File: config.mk
export PLATFORM = sky130hd
export DESIGN_NAME = irq_ctrl_unit
export DESIGN_NICKNAME = d
export VERILOG_FILES = /design/src/rtl/irq_ctrl_pkg.sv /design/src/rtl/irq_pin_sync.sv /design/src/rtl/irq_event_detect.sv /design/src/rtl/irq_flag_reg.sv /design/src/rtl/irq_ctrl_unit.sv
export SDC_FILE = /design/constraint.sdc
export NUM_CORES = 1
export LEC_CHECK = 0
export CORE_ASPECT_RATIO = 1.25
export CORE_MARGIN = 5
export CORE_UTILIZATION = 37
export DETAILED_ROUTE_END_ITERATION = 16
export GPL_ROUTABILITY_DRIVEN = 0
export PLACE_DENSITY = 0.84
export SLEW_MARGIN = 20
export SYNTH_ARGS = -nofsm -noshare
export SYNTH_HDL_FRONTEND = slang
export SYNTH_SLANG_ARGS = --single-unit
File: constraint.sdc
create_clock -name clk -period 2.8 [get_ports clk]
set_clock_uncertainty 0.2 [all_clocks]
set_input_delay 0.42 -clock clk [delete_from_list [all_inputs] [get_ports clk]]
set_output_delay 0.42 -clock clk [all_outputs]
set_load 0.05 [all_outputs]
File: src/rtl/irq_ctrl_pkg.sv
`timescale 1ns/1ps
package irq_ctrl_pkg;
  localparam int REG_W    = 8;
  localparam int B_GIE    = 7;
  localparam int B_WCE    = 6;
  localparam int B_TMRE   = 5;
  localparam int B_EXTE   = 4;
  localparam int B_PCHE   = 3;
  localparam int B_TMRF   = 2;
  localparam int B_EXTF   = 1;
  localparam int B_PCHF   = 0;
  localparam int N_FLAGS  = 3;

  // request: global gate over the enabled sources
  function automatic logic req_calc(input logic [REG_W-1:0] r, input logic wc);
    logic any;
    any = (r[B_WCE] & wc) | (r[B_TMRE] & r[B_TMRF]) |
          (r[B_EXTE] & r[B_EXTF]) | (r[B_PCHE] & r[B_PCHF]);
    return r[B_GIE] & any;
  endfunction

  // selected-edge match between the current and previous pin samples
  function automatic logic edge_match(input logic cur, input logic prev, input logic rise);
    return rise ? (cur & ~prev) : (~cur & prev);
  endfunction
endpackage

File: src/rtl/irq_pin_sync.sv
`timescale 1ns/1ps
module irq_pin_sync #(
  parameter int W      = 5,
  parameter int STAGES = 2
) (
  input  logic         clk,
  input  logic         rst_n,
  input  logic [W-1:0] d,
  output logic [W-1:0] q
);
  logic [STAGES-1:0][W-1:0] stg;

  always_ff @(posedge clk or negedge rst_n) begin
    if (!rst_n) begin
      stg <= '0;
    end else begin
      stg[0] <= d;
      for (int i = 1; i < STAGES; i++) stg[i] <= stg[i-1];
    end
  end

  assign q = stg[STAGES-1];
endmodule

File: src/rtl/irq_event_detect.sv
`timescale 1ns/1ps
module irq_event_detect
  import irq_ctrl_pkg::*;
#(
  parameter int PORT_W = 4
) (
  input  logic              clk,
  input  logic              rst_n,
  input  logic              ext_s,
  input  logic [PORT_W-1:0] port_s,
  input  logic              rise_sel,
  output logic              ext_hit,
  output logic              chg_hit
);
  logic              ext_prev;
  logic [PORT_W-1:0] port_prev;

  always_ff @(posedge clk or negedge rst_n) begin
    if (!rst_n) begin
      ext_prev  <= 1'b0;
      port_prev <= '0;
    end else begin
      ext_prev  <= ext_s;
      port_prev <= port_s;
    end
  end

  assign ext_hit = edge_match(ext_s, ext_prev, rise_sel);
  assign chg_hit = |(port_s ^ port_prev);
endmodule

File: src/rtl/irq_flag_reg.sv
`timescale 1ns/1ps
module irq_flag_reg
  import irq_ctrl_pkg::*;
#(
  parameter bit PCHF_RST = 1'b0
) (
  input  logic               clk,
  input  logic               rst_n,
  input  logic               sw_wr,
  input  logic [REG_W-1:0]   sw_wdata,
  input  logic [N_FLAGS-1:0] flag_set,
  input  logic               accept,
  input  logic               ret,
  output logic [REG_W-1:0]   q
);
  localparam logic [REG_W-1:0] RST_VAL = {{(REG_W-1){1'b0}}, PCHF_RST};

  logic [REG_W-1:0] base;
  assign base = sw_wr ? sw_wdata : q;

  // global enable: acceptance clears, then return sets, then software
  always_ff @(posedge clk or negedge rst_n) begin
    if (!rst_n)      q[B_GIE] <= RST_VAL[B_GIE];
    else if (accept) q[B_GIE] <= 1'b0;
    else if (ret)    q[B_GIE] <= 1'b1;
    else             q[B_GIE] <= base[B_GIE];
  end

  // enable bits: software only
  always_ff @(posedge clk or negedge rst_n) begin
    if (!rst_n) q[B_WCE:B_PCHE] <= RST_VAL[B_WCE:B_PCHE];
    else        q[B_WCE:B_PCHE] <= base[B_WCE:B_PCHE];
  end

  // sticky flags: a hardware set overrides a software clear
  for (genvar g = 0; g < N_FLAGS; g++) begin : g_flag
    always_ff @(posedge clk or negedge rst_n) begin
      if (!rst_n) q[g] <= RST_VAL[g];
      else        q[g] <= base[g] | flag_set[g];
    end
  end
endmodule

File: src/rtl/irq_ctrl_unit.sv
`timescale 1ns/1ps
module irq_ctrl_unit
  import irq_ctrl_pkg::*;
#(
  parameter int PC_W        = 13,
  parameter int VEC_ADDR    = 4,
  parameter int PORT_W      = 4,
  parameter int SYNC_STAGES = 2,
  parameter bit PCHF_RST    = 1'b0
) (
  input  logic              clk,
  input  logic              rst_n,
  input  logic              sw_wr,
  input  logic [7:0]        sw_wdata,
  output logic [7:0]        sw_rdata,
  input  logic              tmr_ovf,
  input  logic              ext_pin,
  input  logic              ext_rise_sel,
  input  logic [PORT_W-1:0] port_pins,
  input  logic              wc_flag,
  input  logic [PC_W-1:0]   cur_pc,
  input  logic              irq_ack,
  input  logic              ret_strobe,
  output logic              irq_req,
  output logic              vec_take,
  output logic [PC_W-1:0]   vec_addr,
  output logic [PC_W-1:0]   push_pc
);
  localparam int SYNC_W = PORT_W + 1;

  logic [SYNC_W-1:0]  pins_s;
  logic               ext_hit;
  logic               chg_hit;
  logic [N_FLAGS-1:0] flag_set;
  logic [REG_W-1:0]   reg_q;

  irq_pin_sync #(.W(SYNC_W), .STAGES(SYNC_STAGES)) u_sync (
    .clk   (clk),
    .rst_n (rst_n),
    .d     ({ext_pin, port_pins}),
    .q     (pins_s)
  );

  irq_event_detect #(.PORT_W(PORT_W)) u_det (
    .clk      (clk),
    .rst_n    (rst_n),
    .ext_s    (pins_s[SYNC_W-1]),
    .port_s   (pins_s[PORT_W-1:0]),
    .rise_sel (ext_rise_sel),
    .ext_hit  (ext_hit),
    .chg_hit  (chg_hit)
  );

  assign flag_set[B_TMRF] = tmr_ovf;
  assign flag_set[B_EXTF] = ext_hit;
  assign flag_set[B_PCHF] = chg_hit;

  irq_flag_reg #(.PCHF_RST(PCHF_RST)) u_reg (
    .clk      (clk),
    .rst_n    (rst_n),
    .sw_wr    (sw_wr),
    .sw_wdata (sw_wdata),
    .flag_set (flag_set),
    .accept   (vec_take),
    .ret      (ret_strobe),
    .q        (reg_q)
  );

  assign sw_rdata = reg_q;
  assign irq_req  = req_calc(reg_q, wc_flag);
  assign vec_take = irq_req & irq_ack;
  assign vec_addr = PC_W'(VEC_ADDR);
  assign push_pc  = cur_pc;
endmodule

# Word-level counts from Yosys, hierarchy flattened
# Index checks and enable logic that the tools add are counted.
[word_totals]
regBits = 23
input_bits = 34
out_inout_bits = 36
word_cells = 32
[op_classes]
n_mux = 4
bitwise_logic = 17
n_reduce_logical = 2
[ops]
columns = ["op", "n"]
rows = [
  ["1-bit AND", 8],
  ["8-bit 2-to-1 mux", 1],
  ["1-bit bitwise OR", 6],
  ["4-bit OR reduction", 1],
  ["4-bit bitwise XOR", 1],
  ["1-bit 2-to-1 mux", 3],
  ["3-bit nonzero test", 1],
  ["1-bit inverter", 2],
]

# Longest topological paths before layout
# Gate-level depths: netlist (run 1).
[depth]
depth_word = 7
depth_mapped = 4
depth_no_buf = 3

# By module
# Synthesis (run 1) repeated with hierarchy kept, for this count alone.
[unflattened]
cells_unflattened = 83
hier_area_um2 = 1031.0
[by_module_without_submodules]
columns = ["module", "n_inst", "cells_per_inst", "area_per_inst_um2"]
rows = [
  ["irq_flag_reg", 1, 22, 320.3],
  ["irq_pin_sync", 1, 15, 287.8],
  ["irq_ctrl_unit", 1, 33, 234.0],
  ["irq_event_detect", 1, 13, 188.9],
]

# Least setup slack after synthesis (run 1)
# No wires, ideal clock.
[synth_path]
path_type = "register to output"
startpoint = "register u_reg.q[0]"
endpoint = "output port irq_req"
arrival_time_ns = 1.964
t_required_ns = 2.180
setup_slack_ns = 0.216
path_stages_with_launch = 3
path_cell_list = "dfrtp_1 -> a22oi_2 -> a21boi_0"
[synth_via]
elab_chain_len = 3
[synth_rtl]
columns = ["item", "line_no", "rtl"]
rows = [
  ["start: declaration", "irq_flag_reg.sv:14", "output logic [REG_W-1:0] q"],
  ["start signal: indexed assignment", "irq_flag_reg.sv:38", "if (!rst_n) q[g] <= RST_VAL[g];"],
  ["start signal: indexed assignment", "irq_flag_reg.sv:39", "else q[g] <= base[g] | flag_set[g];"],
  ["1-bit AND", "irq_ctrl_pkg.sv:18", "(r[B_EXTE] & r[B_EXTF]) | (r[B_PCHE] & r[B_PCHF]);"],
  ["1-bit bitwise OR", "irq_ctrl_pkg.sv:18", ""],
  ["1-bit AND", "irq_ctrl_pkg.sv:19", "return r[B_GIE] & any;"],
  ["end: declaration", "irq_ctrl_unit.sv:24", "output logic irq_req,"],
]
# No other way between the ends.

# Final worst setup path (run 1)
[layout_path]
startpoint = "register u_reg.q[1]"
endpoint = "output port sw_rdata[1]"
[layout_rtl]
columns = ["item", "line_no", "rtl"]
rows = [
  ["end: declaration", "irq_ctrl_unit.sv:15", "output logic [7:0] sw_rdata,"],
]
# No word-level cell between the ends.

==> results by group, run 1 <==
STA
  – Tightest Pin Transition: about 960 ps
  – TNS Setup: 0 ps
  – Tmin final: between 2000 and 2500 ps
  – Achievable Freq: 459.0 MHz
  – Final hold violation count: 0
  – Unrepaired setup endpoints after global routing: false
  – Final worst-path cycle share: 0.7781
  – Final setup violation count: 0
  – Max Slew Vio Count: 0
  – Slew margin rel.: 0.3602

Routing
  – DRT Pass-1 Iters: 2
  – Via-per-instance ratio: 4.146
  – DRT iter0 DRCs: 5
  – Via Count: around 540
  – Routed Antenna Nets: 0
  – DRC: 0
  – Final wirelength: ~1.7 mm
  – Routed len/inst: between 10 and 15 µm

Pwr
  – Leak pwr: between 0.0005 and 0.0006 µW
  – Switch Pwr: 233.6 µW
  – Gate power share: 0.272
  – Clock Power Share: 0.207
  – Worst VDD drop: around 390 µV
  – Reg power frac: 0.521
  – Pwr dens: just under 600 mW/mm²
  – Pint: about 480 µW
  – Sw Share: 0.3288

Finish
  – Layout cells sized above 1: 0.1458
  – Fill cells: between 200 and 250
  – # diodes: 0
  – Layout area overhead: 19.73%
  – Area used by multi-input combinational logic: between 200 and 300 µm²
  – Most common cell after layout, fill and taps aside: clkdlybuf4s50_1
  – Non-Filler Instances: 130
  – Register Area: approximately 580 µm²
  – Most frequent cells in the layout: 28 x clkdlybuf4s50_1, 23 x dfrtp_1, 13 x conb_1
  – Final net count: 131

Global routing
  – First-pass GRT wire length: between 2 and 3 mm
  – Initial antenna violation count: 0
  – Vias in the first global route: 591
  – Largest net degree at the start of global routing: 24
  – GRT Util Overall: 0.08752
  – Grt ovf: 0

Clock tree
  – CTS Hold Bufs: 0
  – CTS root buf: clkbuf_4
  – Skew-Pair Late Insertion Delay: ~300 ps
  – Post-CTS setup buffers: 0
  – TritonCTS clock tree: built
  – CTS clk-pin slew, worst paths: around 120 ps
  – CTS sink count: 23
  – CTS HTree Levels: 1
  – TritonCTS Buffers: 3
  – CTS Buffer Depth: 2
  – CTS resizes: 0

Die
  – Initial core utilization: 0.3824
  – Die Wd: 56.84 µm
  – Ports: 70
  – Die area: slightly below 0.004 mm²
  – Die Y: 68.55 µm
  – Placeable Area: approximately 0.0027 mm²
  – Num rows: 21

Worst setup path
  – CP cell instances: clkdlybuf4s50_1
  – Worst path slowest cell: clkdlybuf4s50_1
  – Crit path largest cell delay: 830 ps
  – Worst Setup End Kind: output pin
  – Critical path data arrival time: ~1600 ps
  – CP Buf/Inv Count: 1
  – WP data required: ~2200 ps
  – WS Path Type: reg2out
  – Crit path launch type: flip-flop
  – Crit path max fanout: 3
  – Delay-heaviest family, CP: buffers and inverters

Flow run
  – Max-cap violations: 0

Synthesis
  – Mapped cell area: 0.001015 mm²
  – Synth warn: 0
  – Post-synthesis sequential area ratio: 0.5672
  – Post-Synthesis Cells: 78
  – Syn_area_per_cell: between 10 and 15 µm²
  – Count of distinct cell types in the synthesized netlist: 20
  – #FFs+latches synth: 23

Status
  – Status: completed

Placed design
  – Port bufs: 30
  – Placed cell count: approximately 130
  – Post-DP HPWL: between 1 and 1.5 mm

Worst hold path
  – Min-Delay Path Class: reg2reg
==> cells in the mapped netlist <==
library cell	instances	area share
nand3_1	1	0.0049
a22oi_2	2	0.025
a211o_1	1	0.0086
mux2_4	4	0.059
xor2_1	3	0.026
a21oi_1	1	0.0049
nor3_1	1	0.0049
xnor2_1	1	0.0086
mux2i_1	2	0.020
dfrtp_1	23	0.57
nand2_1	3	0.011
buf_6	1	0.011
buf_4	26	0.19
conb_1	2	0.0074
a211oi_2	1	0.012
a21boi_0	1	0.0074
nor2b_2	1	0.0086
o211ai_1	1	0.0074
nor2_1	2	0.0074
nor2b_1	1	0.0062
==> flip-flops by register name, summed over array words and instances, names as in the netlist <==
signal           count
u_det.ext_prev       1
u_det.port_prev      4
u_reg.q              8
u_sync.q             5
u_sync.stg           5
==> power groups by stage <==
stage | clock (µW) | combinational, µW | sequential, µW
after CTS | 154 | 195 | 370
after detailed placement | 0 | 194 | 377
after global placement | 0 | 191 | 375
after floorplan | 0 | 153 | 411
after global routing | 163 | 203 | 373
final | 147 | 193 | 370
==> worst register-to-register path, cell delays in order, from the launching register on <==
cell     delay (ps)
dfrtp_1         400
xor2_1          140
nor3_1          200
nand3_1          90
==> through the flow <==
stage          power, µW  area (µm²)  hold WS [ps]  utilization  setup slack [ps]
3_3_place_gp       566.4        1187         133.6       0.4474             839.9
6_report           710.6        1215         162.0       0.4578             621.3
3_5_place_dp       571.2        1187         137.1       0.4474             800.4
4_1_cts            719.5        1215         159.4       0.4578             596.3
5_1_grt            740.4        1215         162.1       0.4578             559.4
2_1_floorplan      564.1        1056        -75.59            -             216.4
==> kinds of logic after synthesis <==
family                    share of synthesized area
AOI/OAI and AO/OA                           0.06535
xor gates and xnor gates                    0.03453
buffers and inverters                        0.2035
DFF                                          0.5672
muxes                                       0.07892
other                                      0.007401
and+or+nand+nor                             0.04315
==> worst paths after layout <==
path | startpoint | to | slack (ps) | depth (start not counted)
min in group asynchronous | rst_n | u_sync.stg[4] | 430 | 1
worst min register to register | u_sync.stg[3] | u_sync.q[3] | 160 | 0
max in group asynchronous | rst_n | u_sync.q[1] | 1390 | 1
worst max register to register | u_sync.q[0] | u_reg.q[0] | 1660 | 3
worst max-delay path | u_reg.q[1] | sw_rdata[1] | 620 | 1
worst min-delay path | u_sync.stg[3] | u_sync.q[3] | 160 | 0
==> layer usage <==
metal | vias to the layer above | part of all wire | track usage
met5 | - | 0 | 0
met4 | 0 | 0.0048 | 0.04058
met3 | 4 | 0.11 | 0.04283
met2 | 31 | 0.49 | 0.1387
met1 | 251 | 0.40 | 0.1004
li1 | 253 | - | -
==> cell type report <==
cell class / count / share of cell area
flip-flops and latches: 23 / 0.4737
repair buffers: 30 / 0.2430
multi-input cells: 39 / 0.2255
well taps: 34 / 0.03502
clock buffers: 3 / 0.01854
clock inverters: 1 / 0.004119
No activity file was read; power rests on OpenSTA's default activity.
==> run 2, diff against run 1 <==
- CORE_UTILIZATION: 37 -> 31
- PLACE_DENSITY: 0.84 -> 0.75
- clock period: 2.8 -> 1.9 ns (I/O delays scaled with it)
==> run 2 against run 1 <==
Count of clock-buffer cells in the layout is the same. Flip-flop and latch count is the same. Via count grew 1.3%. Final area grew 4.8%. Largest cell class unchanged.
==> results by group, run 2 (synthesized netlist as in run 1, its figures left out) <==
Clock tree
  – TritonCTS clock tree: built
  – CTS Buffer Depth: 2
  – Skew-Pair Late Insertion Delay: roughly 250 ps
  – CTS HTree Levels: 1
  – CTS resizes: 0
  – CTS clk-pin slew, worst paths: 70 ps
  – CTS sink count: 23
  – TritonCTS Buffers: 3
  – CTS Hold Bufs: 0
  – Post-CTS setup buffers: 0
  – CTS root buf: clkbuf_8

STA
  – Final worst-path cycle share: 0.9036
  – Final hold violation count: 0
  – Max Slew Vio Count: 0
  – Final setup violation count: 0
  – Fin worst setup slack: around 180 ps
  – Tmin final: approximately 1700 ps
  – Hold_ws: 150.1 ps
  – Achievable Freq: approximately 580 MHz
  – Unrepaired setup endpoints after global routing: false

Pwr
  – Leak pwr: ~0.00057 µW
  – Worst VDD drop: 578.5 µV
  – Pwr dens: just under 900 mW/mm²
  – Power Total: about 1100 µW

Placed design
  – Placed cell area: between 0.001 and 0.0015 mm²
  – Post-DP HPWL: around 1.3 mm
  – Port bufs: 30
  – Post-placement setup slack: 181.1 ps

Routing
  – Routed Antenna Nets: 0
  – Routed len/inst: 11.73 µm
  – Final wirelength: approximately 1.6 mm
  – DRT iter0 DRCs: 3
  – DRC: 0
  – Via-per-instance ratio: between 4 and 5
  – DRT Pass-1 Iters: 2
  – Via Count: between 500 and 600

Finish
  – Post-Layout Inst Area: roughly 0.0013 mm²
  – # diodes: 0
  – Final net count: between 100 and 150
  – Post-Route Utilization: 0.3987
  – Most common cell after layout, fill and taps aside: dfrtp_1
  – Largest register FFs: 8
  – Most frequent cells in the layout: 23 x dfrtp_1, 20 x clkdlybuf4s50_1, 13 x conb_1
  – Fill cells: around 310
  – Most flop-heavy register: u_reg.q
  – Layout cells sized above 1: 0.2551
  – Biggest regs: u_reg.q (8), u_sync.q (5), u_sync.stg (5)
  – Layout area overhead: 25.52%

Worst hold path
  – Min-Delay Path Class: reg2reg
  – Hold Crit Start: u_sync.stg[0]
  – Hold Path Sink: u_sync.q[0]
  – Hold Path Stages: 0

Worst setup path
  – CP Launch Point: wc_flag
  – CP cell instances: clkdlybuf4s50_1 -> a22oi_2 -> a21boi_1 -> buf_12
  – RR Endpoint: u_reg.q[7]
  – Critical path data arrival time: around 1200 ps
  – WP data required: 1410 ps
  – CP Buf/Inv Count: 2
  – Crit path launch type: input pin
  – Crit path max fanout: 2
  – Reg-to-reg startpoint: u_reg.q[0]
  – Crit path largest cell delay: ~480 ps
  – Delay-heaviest family, CP: buffers and inverters
  – Worst path slowest cell: clkdlybuf4s50_1
  – Reg2reg setup slack: between 700 and 800 ps
  – WS Path Type: in2out
  – Worst Setup End Kind: output pin
  – Cells on worst reg2reg path: 3

Die
  – Num rows: 23
  – Die area: about 0.0045 mm²
  – Initial core utilization: 0.3177
  – Die Y: approximately 74 µm
  – Ports: 70
  – Die Wd: just over 60 µm
  – Placeable Area: roughly 0.0032 mm²

Status
  – Status: completed

Global routing
  – Initial antenna violation count: 0
  – Largest net degree at the start of global routing: 24
  – Vias in the first global route: about 600
  – Grt ovf: 0
  – GRT Util Overall: 0.07597
  – First-pass GRT wire length: roughly 2.6 mm

Flow run
  – Max-cap violations: 0
[run 2: metal layers]
layer,GRT usage,wire [µm]
met1,0.08066,565
met3,0.03993,241
met5,0,0
met2,0.1271,777
met4,0.02651,0
[run 2: worst max-delay path by stage]
stage,endpoint,cells after the start,slack (ps)
final,irq_req,4,180
after global placement,irq_req,4,190
after CTS,irq_req,4,180
after global routing,irq_req,3,120
after detailed placement,irq_req,4,180
after floorplan,irq_req,2,-190
[run 2: where the power goes]
| part | internal (µW) | leakage, µW | switching [µW] |
|---|---|---|---|
| Sequential | 521 | 0.000263 | 22.6 |
| Clock | 146 | 0.0000255 | 141 |
| Combinational | 120 | 0.000284 | 187 |
[run 2: worst register-to-register path, cell delays in order, from the launching register on]
cell and delay, ps:
dfrtp_1 410, a22oi_2 250, a21oi_2 110, nor2_1 110
[run 2: metrics by stage]
stage,TNS (ps),instances
5_1_grt,0,135
3_3_place_gp,0,131
4_1_cts,0,135
6_report,0,135
2_1_floorplan,-194.2,89
3_5_place_dp,0,131
[run 2: cell type report]
| type | instances | area, µm² | share of cell area |
|---|---|---|---|
| timing repair buffer | 32 | 327.8 | 0.2574 |
| sequential | 23 | 575.6 | 0.4519 |
| clock inverter | 1 | 5.005 | 0.003929 |
| tap | 37 | 46.29 | 0.03635 |
| multi-input combinational | 39 | 277.8 | 0.2181 |
| clock buffer | 3 | 41.29 | 0.03242 |
